--- config.mk ---
export PLATFORM = sky130hd
export DESIGN_NAME = net_stats_unit
export DESIGN_NICKNAME = d
export VERILOG_FILES = /design/src/rtl/nsu_pkg.sv /design/src/rtl/nsu_counter.sv /design/src/rtl/nsu_latency.sv /design/src/rtl/nsu_evt_decode.sv /design/src/rtl/nsu_read_port.sv /design/src/rtl/net_stats_unit.sv
export SDC_FILE = /design/constraint.sdc
export NUM_CORES = 1
export LEC_CHECK = 0
export BUFFER_PORTS_ARGS = -buffer_cell sky130_fd_sc_hd__buf_2
export CORE_MARGIN = 8
export CORE_UTILIZATION = 65
export DETAILED_ROUTE_END_ITERATION = 8
export HOLD_SLACK_MARGIN = 0.08
export PLACE_DENSITY_LB_ADDON = 0.05
export REMOVE_ABC_BUFFERS = 1
export SLEW_MARGIN = 20
export SYNTH_ARGS = -nofsm -noshare
export SYNTH_HDL_FRONTEND = slang
export SYNTH_SLANG_ARGS = --single-unit
--- constraint.sdc ---
create_clock -name clk -period 4.1 [get_ports clk]
set_input_delay 0.205 -clock clk [delete_from_list [all_inputs] [get_ports clk]]
set_output_delay 0.205 -clock clk [all_outputs]
set_load 0.01 [all_outputs]
--- src/rtl/nsu_pkg.sv ---
package nsu_pkg;
  localparam int NUM_CNT  = 9;
  localparam int ERR_BITS = 6;

  // counter word addresses
  localparam int A_NET  = 0;
  localparam int A_LAT  = 1;
  localparam int A_SHM  = 2;
  localparam int A_INTR = 3;
  localparam int A_HUNT = 4;
  localparam int A_QUE  = 5;
  localparam int A_LERR = 6;
  localparam int A_LDN  = 7;
  localparam int A_DEC  = 8;

  // error strobe bit positions
  localparam int E_DEC   = 0;
  localparam int E_SYNC  = 1;
  localparam int E_CRC   = 2;
  localparam int E_EOF   = 3;
  localparam int E_PROTO = 4;
  localparam int E_RXF   = 5;
endpackage

--- src/rtl/nsu_counter.sv ---
module nsu_counter #(
  parameter int W = 32
) (
  input  logic         clk,
  input  logic         rst,
  input  logic         clr,
  input  logic         inc,
  output logic [W-1:0] q
);
  always_ff @(posedge clk) begin
    if (rst || clr) q <= '0;
    else if (inc)   q <= q + 1'b1;
  end
endmodule

--- src/rtl/nsu_latency.sv ---
module nsu_latency #(
  parameter int W = 32
) (
  input  logic         clk,
  input  logic         rst,
  input  logic         clr,
  input  logic         start,
  input  logic         stop,
  output logic [W-1:0] q
);
  logic run_q;

  always_ff @(posedge clk) begin
    if (rst || clr) begin
      q     <= '0;
      run_q <= 1'b0;
    end else if (start) begin
      q     <= '0;
      run_q <= 1'b1;
    end else if (run_q && stop) begin
      run_q <= 1'b0;
    end else if (run_q) begin
      q <= q + 1'b1;
    end
  end


  lat_hold_chk: assert property (@(posedge clk) disable iff (rst)
    (!clr && !start && !run_q) |=> $stable(q));


  lat_start_zero_chk: assert property (@(posedge clk) disable iff (rst)
    (!clr && start) |=> (q == '0 && run_q));
endmodule

--- src/rtl/nsu_evt_decode.sv ---
module nsu_evt_decode
  import nsu_pkg::*;
#(
  parameter int ID_W = 8
) (
  input  logic                clk,
  input  logic                rst,
  input  logic                shm_valid,
  input  logic [ID_W-1:0]     shm_src,
  input  logic                intr_rx,
  input  logic                intr_enq,
  input  logic [ERR_BITS-1:0] err_vec,
  input  logic                link_up,
  input  logic [ID_W-1:0]     hunt_id,
  output logic [NUM_CNT-1:0]  inc_vec
);
  logic link_up_q;
  logic link_fall;

  always_ff @(posedge clk) begin
    if (rst) link_up_q <= 1'b0;
    else     link_up_q <= link_up;
  end

  assign link_fall = link_up_q && !link_up;

  always_comb begin
    inc_vec         = '0;
    inc_vec[A_NET]  = 1'b1;
    inc_vec[A_SHM]  = shm_valid;
    inc_vec[A_INTR] = intr_rx;
    inc_vec[A_HUNT] = shm_valid && (shm_src == hunt_id);
    inc_vec[A_QUE]  = intr_enq;
    inc_vec[A_LERR] = (|err_vec) || link_fall;
    inc_vec[A_LDN]  = link_fall;
    inc_vec[A_DEC]  = err_vec[E_DEC];
  end


  hunt_needs_shm_chk: assert property (@(posedge clk) disable iff (rst)
    inc_vec[A_HUNT] |-> inc_vec[A_SHM]);


  down_implies_err_chk: assert property (@(posedge clk) disable iff (rst)
    inc_vec[A_LDN] |-> inc_vec[A_LERR]);
endmodule

--- src/rtl/nsu_read_port.sv ---
module nsu_read_port
  import nsu_pkg::*;
#(
  parameter int CNT_W  = 32,
  parameter int ADDR_W = 4
) (
  input  logic                            clk,
  input  logic                            rst,
  input  logic [NUM_CNT-1:0][CNT_W-1:0]   cnt_all,
  input  logic [ADDR_W-1:0]               rd_addr,
  output logic [CNT_W-1:0]                rd_data
);
  always_ff @(posedge clk) begin
    if (rst) begin
      rd_data <= '0;
    end else begin
      rd_data <= '0;
      for (int i = 0; i < NUM_CNT; i++) begin
        if (rd_addr == ADDR_W'(i)) rd_data <= cnt_all[i];
      end
    end
  end


  unmapped_zero_chk: assert property (@(posedge clk) disable iff (rst)
    (rd_addr >= ADDR_W'(NUM_CNT)) |=> (rd_data == '0));
endmodule

--- src/rtl/net_stats_unit.sv ---
module net_stats_unit
  import nsu_pkg::*;
#(
  parameter int CNT_W  = 32,
  parameter int ID_W   = 8,
  parameter int QPTR_W = 8,
  parameter int ADDR_W = 4
) (
  input  logic                clk,
  input  logic                rst,
  input  logic                clr,
  input  logic                shm_valid,
  input  logic [ID_W-1:0]     shm_src,
  input  logic                shm_native,
  input  logic                intr_rx,
  input  logic                intr_enq,
  input  logic [ERR_BITS-1:0] err_vec,
  input  logic                link_up,
  input  logic                am_tx,
  input  logic                am_native_rx,
  input  logic [ID_W-1:0]     hunt_id,
  input  logic [ADDR_W-1:0]   rd_addr,
  output logic [CNT_W-1:0]    rd_data,
  output logic [QPTR_W-1:0]   q_wr_slot
);
  logic [NUM_CNT-1:0]            inc_vec;
  logic [NUM_CNT-1:0][CNT_W-1:0] cnt_all;
  logic                          unused_native;

  // native/foreign does not alter counting
  assign unused_native = shm_native;

  nsu_evt_decode #(.ID_W(ID_W)) u_dec (
    .clk      (clk),
    .rst      (rst),
    .shm_valid(shm_valid),
    .shm_src  (shm_src),
    .intr_rx  (intr_rx),
    .intr_enq (intr_enq),
    .err_vec  (err_vec),
    .link_up  (link_up),
    .hunt_id  (hunt_id),
    .inc_vec  (inc_vec)
  );

  for (genvar i = 0; i < NUM_CNT; i++) begin : g_cnt
    if (i == A_LAT) begin : g_lat
      nsu_latency #(.W(CNT_W)) u_lat (
        .clk  (clk),
        .rst  (rst),
        .clr  (clr),
        .start(am_tx),
        .stop (am_native_rx),
        .q    (cnt_all[i])
      );
    end else begin : g_plain
      nsu_counter #(.W(CNT_W)) u_cnt (
        .clk(clk),
        .rst(rst),
        .clr(clr),
        .inc(inc_vec[i]),
        .q  (cnt_all[i])
      );
    end
  end

  assign q_wr_slot = cnt_all[A_QUE][QPTR_W-1:0];

  nsu_read_port #(.CNT_W(CNT_W), .ADDR_W(ADDR_W)) u_rd (
    .clk    (clk),
    .rst    (rst),
    .cnt_all(cnt_all),
    .rd_addr(rd_addr),
    .rd_data(rd_data)
  );


  net_step_chk: assert property (@(posedge clk) disable iff (rst)
    !clr |=> cnt_all[A_NET] == CNT_W'($past(cnt_all[A_NET]) + 1'b1));


  err_single_step_chk: assert property (@(posedge clk) disable iff (rst)
    !clr |=> CNT_W'(cnt_all[A_LERR] - $past(cnt_all[A_LERR])) <= CNT_W'(1));


  down_stable_chk: assert property (@(posedge clk) disable iff (rst)
    (!clr && link_up) |=> $stable(cnt_all[A_LDN]));


  hunt_quiet_chk: assert property (@(posedge clk) disable iff (rst)
    (!clr && !shm_valid) |=> $stable(cnt_all[A_HUNT]));


  clear_all_chk: assert property (@(posedge clk) disable iff (rst)
    clr |=> (cnt_all[A_SHM] == '0 && cnt_all[A_LERR] == '0 && cnt_all[A_NET] == '0));
endmodule

Word-level counts from Yosys, hierarchy flattened
Index checks and enable logic that the tools add are counted.

storage, ports and cells
  logic and storage cells = 53
  bits in writable memories = 0
  input port bits = 36
  memories = 0
  latch bits = 0
  ROM bits = 0
  register bits = 322

cells by class
  $lt $le $gt $ge = 0
  shift-type cells = 0
  add/sub/neg operators = 9
  bitwise gates (word level) = 1
  div/mod/pow operators = 0
  multiplexer cells = 11
  eq/ne operators = 9
  multipliers = 0
  reductions and logical operators = 11

operators by type and width
  kind                   count
  $add 32x1->32 const B  9
  $mux 32                9
  $eq 4x3->1 const B     4
  $eq 4x2->1 const B     2
  $eq 8x8->1             1
  $reduce_or 6->1        1
  $eq 4x1->1 const B     1
  $eq 4x4->1 const B     1
  $logic_not 4->1        1
  $logic_and 1x1->1      3
  $logic_or 1x1->1       2
  $mux 1                 2
  $reduce_and 2->1       1
  $reduce_bool 2->1      1
  $reduce_or 2->1        1
  $logic_not 1->1        1
  $not 1->1              1

Logic depth before layout (Yosys ltp)
  word-level depth = 10
  mapped depth = 8

By module
A second synthesis with hierarchy kept.

second synthesis, totals
  cell total of the unflattened synthesis = 2,046
  area, all modules = 17,794.6 um^2

modules (own cells, without submodules)
  module          area each (um^2)  cells an instance  sequential area each (um^2)  instances
  nsu_counter     1,566.5           178                640.6                        8
  nsu_read_port   3,454.6           405                640.6                        1
  nsu_latency     1,605.3           190                660.6                        1
  nsu_evt_decode  202.7             27                 20.0                         1

Least setup slack after synthesis
No wires, ideal clock.

  path kind = register to register
  from = register g_cnt[7].g_plain.u_cnt.q[0]
  to = register g_cnt[7].g_plain.u_cnt.q[30]
  data arrival time = 1.955 ns
  setup slack = 2.017 ns
  cell stages (with the launch flop) = 8
  buffers on the path = 1
  data required time = 3.972 ns
  path through = dfxtp_1 > ha_1 > nand4b_1 > or4_1 > buf_2 > nor4_1 > xnor2_1 > nor2_1

on the way
  word-level cells in the longest chain between the ends = 1

RTL lines
  element                 line               RTL
  from (decl)             nsu_counter.sv:8   output logic [W-1:0] q
  from (signal assigned)  nsu_counter.sv:12  else if (inc) q <= q + 1'b1;
  $add 32x1->32           nsu_counter.sv:12

No other way between the ends.
A chain may end at the register's enable or synchronous reset.

Final worst setup path
  from = input port link_up
  to = register g_cnt[6].g_plain.u_cnt.q[29]

on the way
  word-level cells in the longest chain between the ends = 3

RTL lines
  element               line                  RTL
  from (decl)           net_stats_unit.sv:18  input logic link_up,
  $logic_not 1->1       nsu_evt_decode.sv:25  assign link_fall = link_up_q && !link_up;
  $logic_and 1x1->1     nsu_evt_decode.sv:25
  $logic_or 1x1->1      nsu_evt_decode.sv:34  inc_vec[A_LERR] = (|err_vec) || link_fall;
  to (signal assigned)  nsu_counter.sv:12
  to (decl)             nsu_counter.sv:8

No other way between the ends.

==> impl_metrics.ini <==
[outcome]
run_status = finished clean

[hold_path]
min_path_type = in2reg
holdCritStartpoint = am_native_rx

[sta]
fin_crit_sh_pct = 65.5
rsz0062_at_grt = false
fmax_ghz = 0.372
setup_viol_count_final = 0
fin_setup_tns_ns = 0
tightest_slew_ns = 1.12
fin_crit_ns = 2.69
hold_violations = 0
skew_ns = 0.0204
timing.final.ws_setup_ns = 1.41
slew_viol_final = 0
hold_ws_ns = 0.142
slew_headroom_pct = 25.0

[die]
core_mm2 = 0.0240
start_util_pct = 65.6
rows = 57
die_width_um = 172
ios = 76
dieArea_mm2 = 0.0295
dieHeight_um = 172

[job]
maxCapViolations = 0

[layout]
finish.instance_area_mm2 = 0.0175
final_layout_size_suffix_gt1_share_pct = 9.97
fin_nets = 1949
area_delta_synth_final_pct = 11.2
antennaDiodeCount = 0

[synth]
yosys.area.top_type_share_pct = 40.9
syn_inst = 1882
syn_area_mm2 = 0.0158
synth_edf_count = 0
synth_area_leaders = dfxtp_1 (41%), nor2_1 (6.3%), xnor2_1 (5.4%)
syn_avg_cell_area_um2 = 8.37
postSynth.asyncResetShare_pct = 0
ys_types = 63
ys.flop_type = dfxtp_1
synth_seq_area_share_pct = 40.9
yosysTopAreaCell = dfxtp_1
yosys_register_bits = 322
yosysWarnings = 0

[worst_setup_path]
path_class = in2reg
reg2reg_from = u_dec.link_up_q
critPathMaxFanout = 16
worst_path_largest_cell_delay_ns = 0.62
end_kind = flop
worstPathCellList = dlygate4sd3_1 > buf_2 > nand2b_1 > a311oi_1 > nand4_1 > or4_1 > a21oi_1
critical_path.startpoint_type = primary input
crit_arrival_ns = 3.12
worstPathRequired_ns = 4.53
slowest_stage = nand4_1
crit_start = link_up

[route]
detail-route-antenna-nets = 0
wl_per_cell_um = 18.5
highest_layer = met4
met1_length_mm = 17.9
dr_total_vias = 14330
drtIter0Drc = 1254
dr_wl_met3_mm = 3.17
routed_via_density = 6.37
firstDrtPassIters = 7
met2RoutedLength_mm = 19.9
wl_mm = 41.7
drc = 0

[power]
ir_drop_mv = 0.462
p_leak_nw = 6.00
power_per_cell_area_mw_per_mm2 = 375

[global_route]
grt_overflow = 0
grt_max_degree = 88
grt_pass1_vias = 13310
antenna_found_initial = 0
grt_first_pass_wirelength_mm = 68.0
grtUsageTotal_pct = 28.3

[clock_network]
cts_resized = 0
cts_setup_buffers = 0
cts.sinks = 322
clkTransAtPathRegs_ns = 0.06
cts_tree = built
cts_max_level = 2
clockBufferDepth = 3
clkLatencyLatePin_ns = 0.52
numCtsBuffers = 36
root_buffer = clkbuf_16

[placed_design]
place_area_mm2 = 0.0163
post-place-ws_ns = 1.52
dpl.hpwl_mm = 28.8
gp_congestion = 0.941
port_buffers = 74
-- flip-flops by register name, summed over array words and instances (netlist names) --
name                     cells
g_cnt.g_plain.u_cnt.q      256
g_cnt.g_lat.u_lat.q         32
u_rd.rd_data                32
g_cnt.g_lat.u_lat.run_q      1
u_dec.link_up_q              1
-- path summary, 6_finish.rpt --
kind / end / slack (ns) / depth (start not counted)
setup reg to reg: g_cnt[6].g_plain.u_cnt.q[29] / 1.50 / 5
hold reg to reg: g_cnt[0].g_plain.u_cnt.q[0] / 0.47 / 1
hold / removal: g_cnt[1].g_lat.u_lat.q[0] / 0.14 / 4
setup / recovery: g_cnt[6].g_plain.u_cnt.q[29] / 1.41 / 7
-- timing repair --
action | in CTS | in global routing
setup endpoints to repair | 0 | 0
endpoints found under the hold margin | 14 | 0
hold buffers | 7 | 0
-- cells by family after synthesis --
kind of cell,count (synthesis),synth area share [%]
adder cells (fa/ha/maj),9,0.715
multiplexers,22,1.41
flip-flops,322,40.9
buffers and inverters,160,4.24
XOR/XNOR,191,10.6
AO/OA/AOI/OAI,346,14.8
AND/OR/NAND/NOR,832,27.3
-- routing by layer --
| layer | global-route usage (%) | vias to the layer above |
|---|---|---|
| met3 | 3.95 | 62 |
| met4 | 8.62 | 0 |
| li1 | - | 6893 |
| met2 | 47.5 | 519 |
| met1 | 37.2 | 6856 |
| met5 | 0 | - |
-- layout make-up --
cell class                 instances  area (um^2)
clock buffer                      50         1040
multi-input combinational       1400         8740
fill                            1931         6510
clock inverter                     9         97.6
sequential                       322         6450
inverter                          36          135
timing repair buffer             108          656
tap                              324          405
-- cell usage after synthesis, drive strengths merged (27+ instances only) --
cell type and count:
o21ai 88, buf 33, nor2 265, and4 30
nor3 36, inv 36, clkbuf 91, and3 34
xnor2 98, dfxtp 322, xor2 93, or3 62
a21oi 86, a222oi 27, nand4 84, nand2 137
nor4 36, a221oi 54, nand3 90
-- cell usage in the layout (no fill, tap or decap), types with 61 or more instances in the layout --
| cell type | count |
|---|---|
| o21ai_0 | 88 |
| nor2_1 | 264 |
| a21oi_1 | 86 |
| dfxtp_1 | 322 |
| xnor2_1 | 98 |
| nand4_1 | 81 |
| or3_1 | 61 |
| nand2_1 | 137 |
| xor2_1 | 93 |
| buf_2 | 74 |
| nand3_1 | 90 |
-- worst max-delay path, delay by kind of cell --
family | cells | cell delay [ns]
and+or+nand+nor | 3 | 1.50
AOI/OAI and AO/OA | 2 | 0.73
buffers and inverters | 2 | 0.67
-- where the power goes --
part | total [W] | internal, W | switching (W)
Clock | 0.00316 | 0.00189 | 0.00127
Sequential | 0.00316 | 0.00315 | 0.0000125
Combinational | 0.000254 | 0.0000817 | 0.000173
Total | 0.00657 | 0.00512 | 0.00145
-- per-stage QoR --
stage               util (%)  total power, W  cells
finish                  72.9         0.00657   2249
global route            72.9         0.00675   2249
CTS                     72.9         0.00660   2249
detailed placement      67.9         0.00347   2183
global placement        67.9         0.00347   2183
floorplan                  -         0.00335   1758
Note: power is estimated with default switching activity, not from simulation.
